--- src/rtl/quad_rotate_streamer.sv ---
module quad_rotate_streamer #(
  parameter int IMG_LOG2 = 8,
  parameter int ANGLES   = 90
) (
  input  logic                    clk,
  input  logic                    rst_n,
  input  logic                    start,
  input  logic [6:0]              angle,
  output logic                    rd_en,
  output logic [2*IMG_LOG2-1:0]   rd_addr,
  input  logic [35:0]             rd_data,
  output logic                    out_valid,
  output logic [35:0]             out_word,
  output logic                    out_first,
  output logic                    out_done
);
  localparam int W    = 1 << IMG_LOG2;
  localparam int AW   = 2 * IMG_LOG2;
  localparam int SW   = IMG_LOG2 + 12;
  localparam logic [AW-1:0] LAST = AW'(W * W - 1);
  localparam logic signed [SW-1:0] CTR_S = SW'(W / 2);
  localparam logic signed [SW-1:0] W_S   = SW'(W);
  localparam logic signed [SW-1:0] RND_S = SW'(64);
  localparam real PI = 3.14159265358979323846;

  function automatic logic [ANGLES*8-1:0] build_tab(input bit want_sin);
    logic [ANGLES*8-1:0] t;
    real rad, v;
    t = '0;
    for (int a = 0; a < ANGLES; a++) begin
      rad = a * PI / 180.0;
      v = want_sin ? $sin(rad) : $cos(rad);
      t[a*8 +: 8] = 8'($rtoi(v * 128.0 + 0.5));
    end
    return t;
  endfunction

  localparam logic [ANGLES*8-1:0] COS_TAB = build_tab(1'b0);
  localparam logic [ANGLES*8-1:0] SIN_TAB = build_tab(1'b1);

  // control
  logic            busy, run;
  logic [AW-1:0]   pix;
  logic [7:0]      cos_q, sin_q;
  logic            accept;

  assign accept = start && !busy && (int'(angle) < ANGLES);

  always_ff @(posedge clk) begin
    if (!rst_n) begin
      busy  <= 1'b0;
      run   <= 1'b0;
      pix   <= '0;
      cos_q <= '0;
      sin_q <= '0;
    end else begin
      if (accept) begin
        busy  <= 1'b1;
        run   <= 1'b1;
        pix   <= '0;
        cos_q <= COS_TAB[{angle, 3'b000} +: 8];
        sin_q <= SIN_TAB[{angle, 3'b000} +: 8];
      end else begin
        if (run) begin
          pix <= pix + 1'b1;
          if (pix == LAST) run <= 1'b0;
        end
        if (out_done) busy <= 1'b0;
      end
    end
  end

  // stage 0: centred coordinates
  logic signed [SW-1:0] dx, dy, cs, ss;
  assign dx = $signed(SW'(pix[IMG_LOG2-1:0])) - CTR_S;
  assign dy = $signed(SW'(pix[AW-1:IMG_LOG2])) - CTR_S;
  assign cs = $signed(SW'(cos_q));
  assign ss = $signed(SW'(sin_q));

  // stage 1: products
  logic signed [SW-1:0] p_xc, p_ys, p_xs, p_yc;
  logic v1, f1, l1;

  always_ff @(posedge clk) begin
    if (!rst_n) begin
      v1 <= 1'b0; f1 <= 1'b0; l1 <= 1'b0;
      p_xc <= '0; p_ys <= '0; p_xs <= '0; p_yc <= '0;
    end else begin
      v1   <= run;
      f1   <= run && (pix == '0);
      l1   <= run && (pix == LAST);
      p_xc <= dx * cs;
      p_ys <= dy * ss;
      p_xs <= dx * ss;
      p_yc <= dy * cs;
    end
  end

  // stage 2: rounding, bounds, address
  logic signed [SW-1:0] sx, sy;
  logic                 inb;
  assign sx  = ((p_xc - p_ys + RND_S) >>> 7) + CTR_S;
  assign sy  = ((p_xs + p_yc + RND_S) >>> 7) + CTR_S;
  assign inb = (sx >= 0) && (sx < W_S) && (sy >= 0) && (sy < W_S);

  logic inb2, f2, l2;
  always_ff @(posedge clk) begin
    if (!rst_n) begin
      rd_en <= 1'b0; rd_addr <= '0;
      inb2 <= 1'b0; f2 <= 1'b0; l2 <= 1'b0;
    end else begin
      rd_en   <= v1;
      rd_addr <= {sy[IMG_LOG2-1:0], sx[IMG_LOG2-1:0]};
      inb2    <= inb;
      f2      <= f1;
      l2      <= l1;
    end
  end

  // stage 3: RAM access in flight
  logic v3, inb3, f3, l3;
  always_ff @(posedge clk) begin
    if (!rst_n) begin
      v3 <= 1'b0; inb3 <= 1'b0; f3 <= 1'b0; l3 <= 1'b0;
    end else begin
      v3   <= rd_en;
      inb3 <= inb2;
      f3   <= f2;
      l3   <= l2;
    end
  end

  // stage 4: output
  always_ff @(posedge clk) begin
    if (!rst_n) begin
      out_valid <= 1'b0;
      out_word  <= '0;
      out_first <= 1'b0;
      out_done  <= 1'b0;
    end else begin
      out_valid <= v3;
      out_word  <= (v3 && inb3) ? rd_data : '0;
      out_first <= v3 && f3;
      out_done  <= v3 && l3;
    end
  end

  p_first_valid_r7: assert property (@(posedge clk) disable iff (!rst_n)
    out_first |-> out_valid);
  p_done_valid_r7: assert property (@(posedge clk) disable iff (!rst_n)
    out_done |-> out_valid);
  p_gapless_r5: assert property (@(posedge clk) disable iff (!rst_n)
    (out_valid && !out_done) |=> out_valid);
  p_read_feeds_out_r11: assert property (@(posedge clk) disable iff (!rst_n)
    out_valid |-> $past(rd_en, 2));
  p_oob_zero_r4: assert property (@(posedge clk) disable iff (!rst_n)
    (v3 && !inb3) |=> (out_word == '0));
  p_no_restart_r8: assert property (@(posedge clk) disable iff (!rst_n)
    (busy && !out_done) |=> busy);
endmodule

--- config.mk ---
export PLATFORM = sky130hd
export DESIGN_NAME = quad_rotate_streamer
export DESIGN_NICKNAME = d
export VERILOG_FILES = /design/src/rtl/quad_rotate_streamer.sv
export SDC_FILE = /design/constraint.sdc
export NUM_CORES = 1
export LEC_CHECK = 0
export BUFFER_PORTS_ARGS = -buffer_cell sky130_fd_sc_hd__buf_2
export CAP_MARGIN = 10
export CORE_MARGIN = 4
export CORE_UTILIZATION = 28
export CTS_CLUSTER_SIZE = 30
export DETAILED_ROUTE_END_ITERATION = 7
export GPL_TIMING_DRIVEN = 0
export REMOVE_ABC_BUFFERS = 1
export SYNTH_ARGS = -nofsm -noshare
export SYNTH_HDL_FRONTEND = slang
export SYNTH_SLANG_ARGS = --single-unit
--- constraint.sdc ---
create_clock -name clk -period 5.9 [get_ports clk]
set_clock_uncertainty 0.1 [all_clocks]
set_input_delay 1.18 -clock clk [delete_from_list [all_inputs] [get_ports clk]]
set_output_delay 1.18 -clock clk [all_outputs]
set_load 0.02 [all_outputs]
==> results of run 1 <==
-- per-layer routing --
metal | part of all wire [%] | wire [um] | GRT usage [%] | up-vias
met2 | 50 | 19900 | 21.0 | 153
met3 | 2.5 | 973 | 1.50 | 39
met5 | 0 | 0 | 0 | -
met1 | 45 | 17900 | 14.8 | 6547
met4 | 1.6 | 641 | 3.36 | 0
li1 | - | - | - | 6656
-- power by group through the flow --
stage                     clock network (uW)  registers [uW]  logic (uW)
after floorplan                            0            1430        2250
after global placement                     0            1430        2840
after detailed placement                   0            1440        2890
after CTS                               1180            1410        2920
after global routing                    1230            1430        3330
final                                   1140            1410        2880
-- state kept, by name, indices dropped and copies added, names as in the netlist, 8 cells and up --
name	count
pix	16
out_word	36
p_yc	18
p_ys	18
cos_q	8
p_xs	18
rd_addr	16
p_xc	18
sin_q	8
-- worst max-delay path, delay by kind of cell, from the launching register on --
| kind | cells | cell delay (ps) |
|---|---|---|
| simple gates | 2 | 280 |
| buf+inv | 3 | 140 |
| compound gates | 7 | 1330 |
| fa+ha+maj | 5 | 2370 |
| mux | 1 | 230 |
| flops | 1 | 910 |
-- kinds of logic (layout without fill, tap and decap cells) --
| kind of cell | count (synthesis) | in the layout | synth area share [%] |
|---|---|---|---|
| AND/OR/NAND/NOR | 645 | 645 | 18.3 |
| buffers and inverters | 493 | 535 | 10.0 |
| adder cells (fa/ha/maj) | 448 | 448 | 39.4 |
| AO/OA/AOI/OAI | 261 | 261 | 9.26 |
| flip-flops | 172 | 172 | 18.6 |
| XOR/XNOR | 79 | 79 | 3.74 |
| multiplexers | 11 | 11 | 0.737 |
-- final cells by class --
class                      count  area (um2)
clock buffer                  18         439
tap                          864        1080
clock inverter                14         158
sequential                   172        3440
timing repair buffer         102         536
multi-input combinational   1444       13200
inverter                     401        1510
fill                        6952       45300
-- metrics by stage --
step	area (um2)	cells	setup WS, ps	total power, uW
4_1_cts	20400	3015	328	5510
5_1_grt	20400	3015	98.4	5990
3_3_place_gp	19700	2982	402	4270
2_1_floorplan	18200	2017	1240	3690
3_5_place_dp	19800	2983	389	4320
6_report	20400	3015	454	5430
-- final timing paths --
path         slack, ps    start  cells after the start       end
min reg2reg        340       v1                      1     rd_en
max reg2reg        450  pix[13]                     18  p_yc[16]
min                340       v1                      1     rd_en
max                450  pix[13]                     18  p_yc[16]
-- placed cells by master (no fill, tap or decap), types with 21 or more instances in the layout --
master / Yosys / final
o21ai_0: 28 / 28
nand2_1: 176 / 176
a21oi_1: 80 / 80
buf_2: 0 / 100
ha_1: 224 / 224
nand2b_1: 34 / 34
dfxtp_1: 172 / 172
xor2_1: 32 / 32
fa_1: 224 / 224
nor2b_1: 39 / 39
o21ai_1: 26 / 26
inv_1: 398 / 398
nor2_1: 87 / 87
xnor2_1: 47 / 47
and2_1: 210 / 210
and3_1: 21 / 21
==> results.sh, run 1 <==
export IMPL_ir_drop_v=0.000179
export IMPL_synth_distinct_cells=73
export IMPL_critical_path_max_stage_delay_ps=910
export IMPL_cpMostUsedCell="fa_1"
export IMPL_grt_start_max_net_pins=103
export IMPL_layout_nets=2632
export IMPL_synth_commonest_cells="inv_1, fa_1, ha_1"
export IMPL_initial_core_util_pct=28.2
export IMPL_grt_pass1_wl_um=68200
export IMPL_power_density_nw_per_um2=267
export IMPL_core_um2=65600
export IMPL_antenna_found_initial=0
export IMPL_p_int_uw=3150
export IMPL_cts_tree="yes"
export IMPL_clockBufferDepth=2
export IMPL_holdCritPathClass="reg2reg"
export IMPL_ant_nets=0
export IMPL_synth_top_cell_by_area="fa_1"
export IMPL_synth_edff_count=0
export IMPL_layout_drive_gt1_share_pct=7.25
export IMPL_wl_um=39400
export IMPL_io_buffer_count=101
export IMPL_utilization_pct=31.0
export IMPL_period_share_pct=92.3
export IMPL_report_final_slew_viol_count=0
export IMPL_place_gp_congestion=0.843
export IMPL_synthFlopType="dfxtp_1"
export IMPL_finalSetupViolCount=0
export IMPL_postCtsSetupRepairBufs=0
export IMPL_async_reset_ff_share_pct=0
export IMPL_crit_slowest_cell="dfxtp_1"
export IMPL_clock_sinks=172
export IMPL_die_w_um=265
export IMPL_ys_seq_area_share_pct=18.6
export IMPL_cts_resized=0
export IMPL_crit_arrival_ps=5730
export IMPL_area_growth_syn_to_layout_pct=10.0
export IMPL_synth_area_top_cells="fa_1, dfxtp_1, ha_1, inv_1, and2_1"
export IMPL_status="completed"
export IMPL_wire_per_inst_um=13.1
export IMPL_ys_ff_latch=172
export IMPL_dieArea_um2=70300
export IMPL_vias=13395
export IMPL_grtUsageTotal_pct=11.7
export IMPL_p_sw_share_pct=41.9
export IMPL_max_slew_worst_pin_slew_ps=987
export IMPL_slew_headroom_pct=33.8
export IMPL_rows=94
export IMPL_p_comb_share_pct=53.0
export IMPL_cts_buffers=17
export IMPL_die_h_um=265
export IMPL_post_dp_hpwl_um=30400
export IMPL_htreeDepth=4
export IMPL_vias_per_cell=4.44
export IMPL_cts_hold_buf=0
export IMPL_timing_fmax_ghz=0.184
export IMPL_syn_area_per_cell_um2=8.78
export IMPL_cp_end_kind="flop"
export IMPL_path_class="reg2reg"
export IMPL_path_max_fanout=20
export IMPL_sequentialPowerShare_pct=25.9
export IMPL_antenna_cells=0
export IMPL_syn_cell_area_um2=18500
export IMPL_crit_path_start_kind="flop"
export IMPL_yosys_warnings=0
export IMPL_path_cells="nand2_1 > fa_1 > inv_1 > fa_1 > inv_1 > fa_1 > fa_1 > inv_1 > ha_1 > o21ai_1 > a21oi_1 > o21ai_1 > nand2b_1 > a21o_1 > a21oi_1 > o21ai_1 > o41ai_1 > mux2i_1"
export IMPL_clkTransAtPathRegs_ps=80
export IMPL_syn_inst=2109
export IMPL_io_pins=102
export IMPL_cts_root_buf="clkbuf_16"
export IMPL_yosysTopAreaCellShare_pct=24.2
export IMPL_leakage_uw=0.0102
export IMPL_first_pass_iters=4
export IMPL_drc=0
export IMPL_p_switching_uw=2280
export IMPL_worstPathRequired_ps=6190
export IMPL_grt_pass1_vias=13710
export IMPL_holdWs_ps=336
export IMPL_clock_latency_ps=460
export IMPL_fin_tns_setup_ps=0
export IMPL_drt_initial_drc_count=643
export IMPL_cap_viol_max_count=0
export IMPL_fin_crit_ps=5450
export IMPL_hold_violations=0
export IMPL_yosysMostFrequentCell="inv_1"
export IMPL_p_clk_share_pct=21.1
export IMPL_rsz0062_at_grt="no"
export IMPL_grt_overflow=0
(Power assumes the default switching activity.)
==> inputs of run 2 (changes only) <==
- CORE_MARGIN: 4 -> 2
==> results.sh, run 2 (synthesis results as in run 1) <==
export IMPL_fin_crit_ps=5430
export IMPL_ir_drop_v=0.000179
export IMPL_crit_slowest_cell="dfxtp_1"
export IMPL_clockBufferDepth=2
export IMPL_crit_arrival_ps=5720
export IMPL_cp_num_buf_inv=3
export IMPL_n_fill_cell=6910
export IMPL_place_gp_congestion=0.797
export IMPL_cpMostUsedCell="fa_1"
export IMPL_cts_hold_buf=0
export IMPL_path_cells="nand2_1 > fa_1 > inv_1 > fa_1 > inv_1 > fa_1 > fa_1 > inv_1 > ha_1 > o21ai_1 > a21oi_1 > o21ai_1 > nand2b_1 > a21o_1 > a21oi_1 > o21ai_1 > o41ai_1 > mux2i_1"
export IMPL_multi_input_area_um2=13200
export IMPL_grt_pass1_wl_um=68700
export IMPL_layout_commonest_cell="inv_1"
export IMPL_clock_sinks=172
export IMPL_holdCritPathClass="reg2reg"
export IMPL_cts_buffers=17
export IMPL_max_slew_worst_pin_slew_ps=1030
export IMPL_leakage_uw=0.0102
export IMPL_postCtsSetupRepairBufs=0
export IMPL_ant_nets=0
export IMPL_report_final_slew_viol_count=0
export IMPL_finalSetupViolCount=0
export IMPL_wire_per_inst_um=13.1
export IMPL_grtUsageTotal_pct=12.4
export IMPL_first_pass_iters=5
export IMPL_clkTransAtPathRegs_ps=70
export IMPL_status="completed"
export IMPL_crit_path_start_kind="flop"
export IMPL_hold_violations=0
export IMPL_path_class="reg2reg"
export IMPL_cts_root_buf="clkbuf_16"
export IMPL_layout_drive_gt1_share_pct=7.25
export IMPL_area_growth_syn_to_layout_pct=10.1
export IMPL_slew_headroom_pct=30.6
export IMPL_die_w_um=261
export IMPL_core_um2=65600
export IMPL_vias=13374
export IMPL_largest_reg_flops=36
export IMPL_pre_cts_slack_ps=430
export IMPL_cts_tree="yes"
export IMPL_power_density_nw_per_um2=268
export IMPL_io_pins=102
export IMPL_path_max_fanout=20
export IMPL_critical_path_max_stage_delay_ps=920
export IMPL_grt_pass1_vias=14112
export IMPL_path_delay_family="adder cells"
export IMPL_wl_um=39500
export IMPL_antenna_found_initial=1
export IMPL_drc=0
export IMPL_clock_latency_ps=460
export IMPL_post_dp_hpwl_um=30600
export IMPL_rows=94
export IMPL_cts_resized=0
export IMPL_dieArea_um2=68200
export IMPL_initial_core_util_pct=28.2
export IMPL_fin_tns_setup_ps=0
export IMPL_grt_overflow=0
export IMPL_fin_ws_ps=466
export IMPL_largest_register="out_word"
export IMPL_cp_end_kind="flop"
export IMPL_antenna_cells=0
export IMPL_io_buffer_count=101
export IMPL_die_h_um=261
export IMPL_cap_viol_max_count=0
export IMPL_seqCellArea_um2=3440
export IMPL_worstPathRequired_ps=6190
export IMPL_grt_start_max_net_pins=75
export IMPL_htreeDepth=4
export IMPL_layout_common_cells="inv_1, fa_1, ha_1"
export IMPL_drt_initial_drc_count=622
export IMPL_rsz0062_at_grt="no"
export IMPL_layout_nets=2632
export IMPL_period_share_pct=92.1
export IMPL_timing_fmax_ghz=0.184
export IMPL_vias_per_cell=4.44
## run 2: worst paths after layout
path | from | to | slack [ps] | cells past startpoint
max reg2reg | pix[13] | p_yc[16] | 470 | 18
min reg2reg | l2 | l3 | 340 | 1
min | l2 | l3 | 340 | 1
max | pix[13] | p_yc[16] | 470 | 18
## run 2: metal layers
metal / vias up / track usage, % / share of wire [%]
met2: 169 / 22.7 / 51
met5: - / 0 / 0
li1: 6665 / - / -
met4: 0 / 3.93 / 1.9
met1: 6496 / 14.8 / 44
met3: 44 / 1.94 / 3.4
## run 2: metrics by stage
stage                     instances  utilization (%)  hold WS [ps]  total power [uW]  cell area [um2]
after floorplan                2017                -           312              3690            18200
after global placement         2982             30.1           320              4280            19700
after detailed placement       2983             30.1           322              4320            19800
after CTS                      3015             31.1           342              5550            20400
after global routing           3015             31.1           358              6020            20400
final                          3015             31.1           337              5460            20400
## run 2: power breakdown
part           switching [uW]  total, uW  internal [uW]
Sequential                100       1410           1310
Clock                     528       1180            652
Combinational            1600       2870           1260
Total                    2230       5460           3220
## run 2: layout make-up
| type | count | share of cell area, % |
|---|---|---|
| sequential | 172 | 16.9 |
| clock inverter | 14 | 0.859 |
| clock buffer | 18 | 2.15 |
| timing repair buffer | 102 | 2.63 |
| inverter | 401 | 7.38 |
| multi-input combinational | 1444 | 64.8 |
| tap | 864 | 5.30 |
==> inputs of run 3 (changes only) <==
- CAP_MARGIN: 10 -> 20
- CORE_UTILIZATION: 28 -> 55
- PLACE_DENSITY: default -> 0.73
==> results.sh, run 3 (synthesis results as in run 1) <==
export IMPL_cts_tree="yes"
export IMPL_io_pins=102
export IMPL_fin_ws_ps=461
export IMPL_rsz0062_at_grt="no"
export IMPL_p_clk_share_pct=21.2
export IMPL_place_gp_congestion=0.881
export IMPL_vias_per_cell=5.24
export IMPL_htreeDepth=4
export IMPL_leakage_uw=0.0102
export IMPL_clock_latency_ps=450
export IMPL_core_um2=33400
export IMPL_min_delay_start="v1"
export IMPL_largest_reg_flops=36
export IMPL_critical_path_max_stage_delay_ps=850
export IMPL_crit_slowest_cell="dfxtp_1"
export IMPL_timing_fmax_ghz=0.184
export IMPL_max_slew_worst_pin_slew_ps=971
export IMPL_ant_nets=0
export IMPL_antenna_found_initial=1
export IMPL_area_growth_syn_to_layout_pct=7.14
export IMPL_clockBufferDepth=2
export IMPL_ir_drop_v=0.000195
export IMPL_rows=67
export IMPL_status="completed"
export IMPL_layout_drive_gt1_share_pct=7.26
export IMPL_path_delay_family="adder cells"
export IMPL_path_cells="nand2_1 > fa_1 > inv_1 > fa_1 > inv_1 > fa_1 > fa_1 > inv_1 > ha_1 > o21ai_1 > a21boi_1 > o21ai_0 > nand2b_1 > a21o_1 > a21oi_1 > o21ai_1 > o41ai_1 > mux2i_1"
export IMPL_r2r_cells=18
export IMPL_cpMostUsedCell="fa_1"
export IMPL_drc=0
export IMPL_report_final_slew_viol_count=0
export IMPL_first_pass_iters=5
export IMPL_worstPathRequired_ps=6170
export IMPL_die_w_um=187
export IMPL_drt_initial_drc_count=695
export IMPL_cp_num_buf_inv=3
export IMPL_cp_end_kind="flop"
export IMPL_post_dp_hpwl_um=28800
export IMPL_grt_pass1_vias=14097
export IMPL_crit_arrival_ps=5710
export IMPL_layout_nets=2631
export IMPL_grt_start_max_net_pins=103
export IMPL_cap_viol_max_count=0
export IMPL_hold_violations=0
export IMPL_holdCritPathClass="reg2reg"
export IMPL_layout_common_cells="inv_1, fa_1, ha_1"
export IMPL_io_buffer_count=101
export IMPL_layout_commonest_cell="inv_1"
export IMPL_reg2reg_to="p_xc[16]"
export IMPL_dieArea_um2=35200
export IMPL_clock_sinks=172
export IMPL_grt_pass1_wl_um=66000
export IMPL_p_sw_share_pct=41.5
export IMPL_dp_cells=2566
export IMPL_pre_cts_slack_ps=421
export IMPL_finalSetupViolCount=0
export IMPL_instances_no_fill=2599
export IMPL_wl_um=37800
export IMPL_vias=13611
export IMPL_ff2ff_setup_slack_ps=460
export IMPL_clkTransAtPathRegs_ps=70
export IMPL_crit_path_start_kind="flop"
export IMPL_die_h_um=187
export IMPL_cts_root_buf="clkbuf_16"
export IMPL_postCtsSetupRepairBufs=0
export IMPL_p_int_uw=3180
export IMPL_sequentialPowerShare_pct=25.9
export IMPL_n_fill_cell=2970
export IMPL_cts_buffers=17
export IMPL_largest_register="out_word"
export IMPL_path_class="reg2reg"
export IMPL_reg2reg_from="pix[6]"
export IMPL_fin_tns_setup_ps=0
export IMPL_slew_headroom_pct=35.2
export IMPL_initial_core_util_pct=55.5
export IMPL_worstHoldEndpoint="rd_en"
export IMPL_grt_overflow=0
export IMPL_path_max_fanout=20
export IMPL_p_comb_share_pct=52.9
export IMPL_fin_crit_ps=5440
export IMPL_wire_per_inst_um=14.6
export IMPL_grtUsageTotal_pct=22.9
export IMPL_power_density_nw_per_um2=274
export IMPL_p_switching_uw=2260
export IMPL_period_share_pct=92.2
export IMPL_min_path_cells=1
export IMPL_utilization_pct=59.5
[run 3: final cells by class]
cell class | count | area (um2) | area share (%)
clock buffers | 17 | 425 | 2.14
diodes | 1 | 2.50 | 0.0126
clock inverters | 15 | 179 | 0.902
inverters | 401 | 1510 | 7.59
multi-input cells | 1444 | 13200 | 66.6
well taps | 448 | 561 | 2.83
flip-flops and latches | 172 | 3440 | 17.4
repair buffers | 101 | 508 | 2.56
[run 3: repair_timing]
item	CTS	global route
hold buffers	0	0
resized for setup	0	1
setup endpoints to repair	0	3
[run 3: per-stage QoR]
stage / cell area [um2] / power [uW] / hold WS (ps)
4_1_cts: 19800 / 5480 / 344
3_3_place_gp: 19200 / 4200 / 317
6_report: 19800 / 5430 / 337
5_1_grt: 19800 / 5960 / 356
3_5_place_dp: 19200 / 4310 / 324
2_1_floorplan: 18200 / 3690 / 312
[run 3: routing by layer]
metal	GRT usage (%)	vias to the layer above	part of all wire, %
met1	27.7	6659	43
li1	-	6663	-
met2	42.8	240	52
met3	2.83	49	3.5
met4	6.15	0	1.4
met5	0	-	0
[run 3: worst max path at each step]
stage	start	end	depth (start not counted)
2_1_floorplan	pix[6]	p_xc[14]	18
3_3_place_gp	pix[13]	p_yc[16]	18
3_5_place_dp	pix[13]	p_yc[18]	19
4_1_cts	pix[13]	p_yc[18]	19
5_1_grt	pix[12]	p_yc[18]	19
6_report	pix[6]	p_xc[16]	18
[run 3: power groups by stage]
stage / registers, uW / logic, uW / clock network, uW
3_5_place_dp: 1440 / 2870 / 0
5_1_grt: 1420 / 3320 / 1220
6_report: 1410 / 2880 / 1150
2_1_floorplan: 1430 / 2250 / 0
4_1_cts: 1410 / 2900 / 1180
3_3_place_gp: 1430 / 2770 / 0
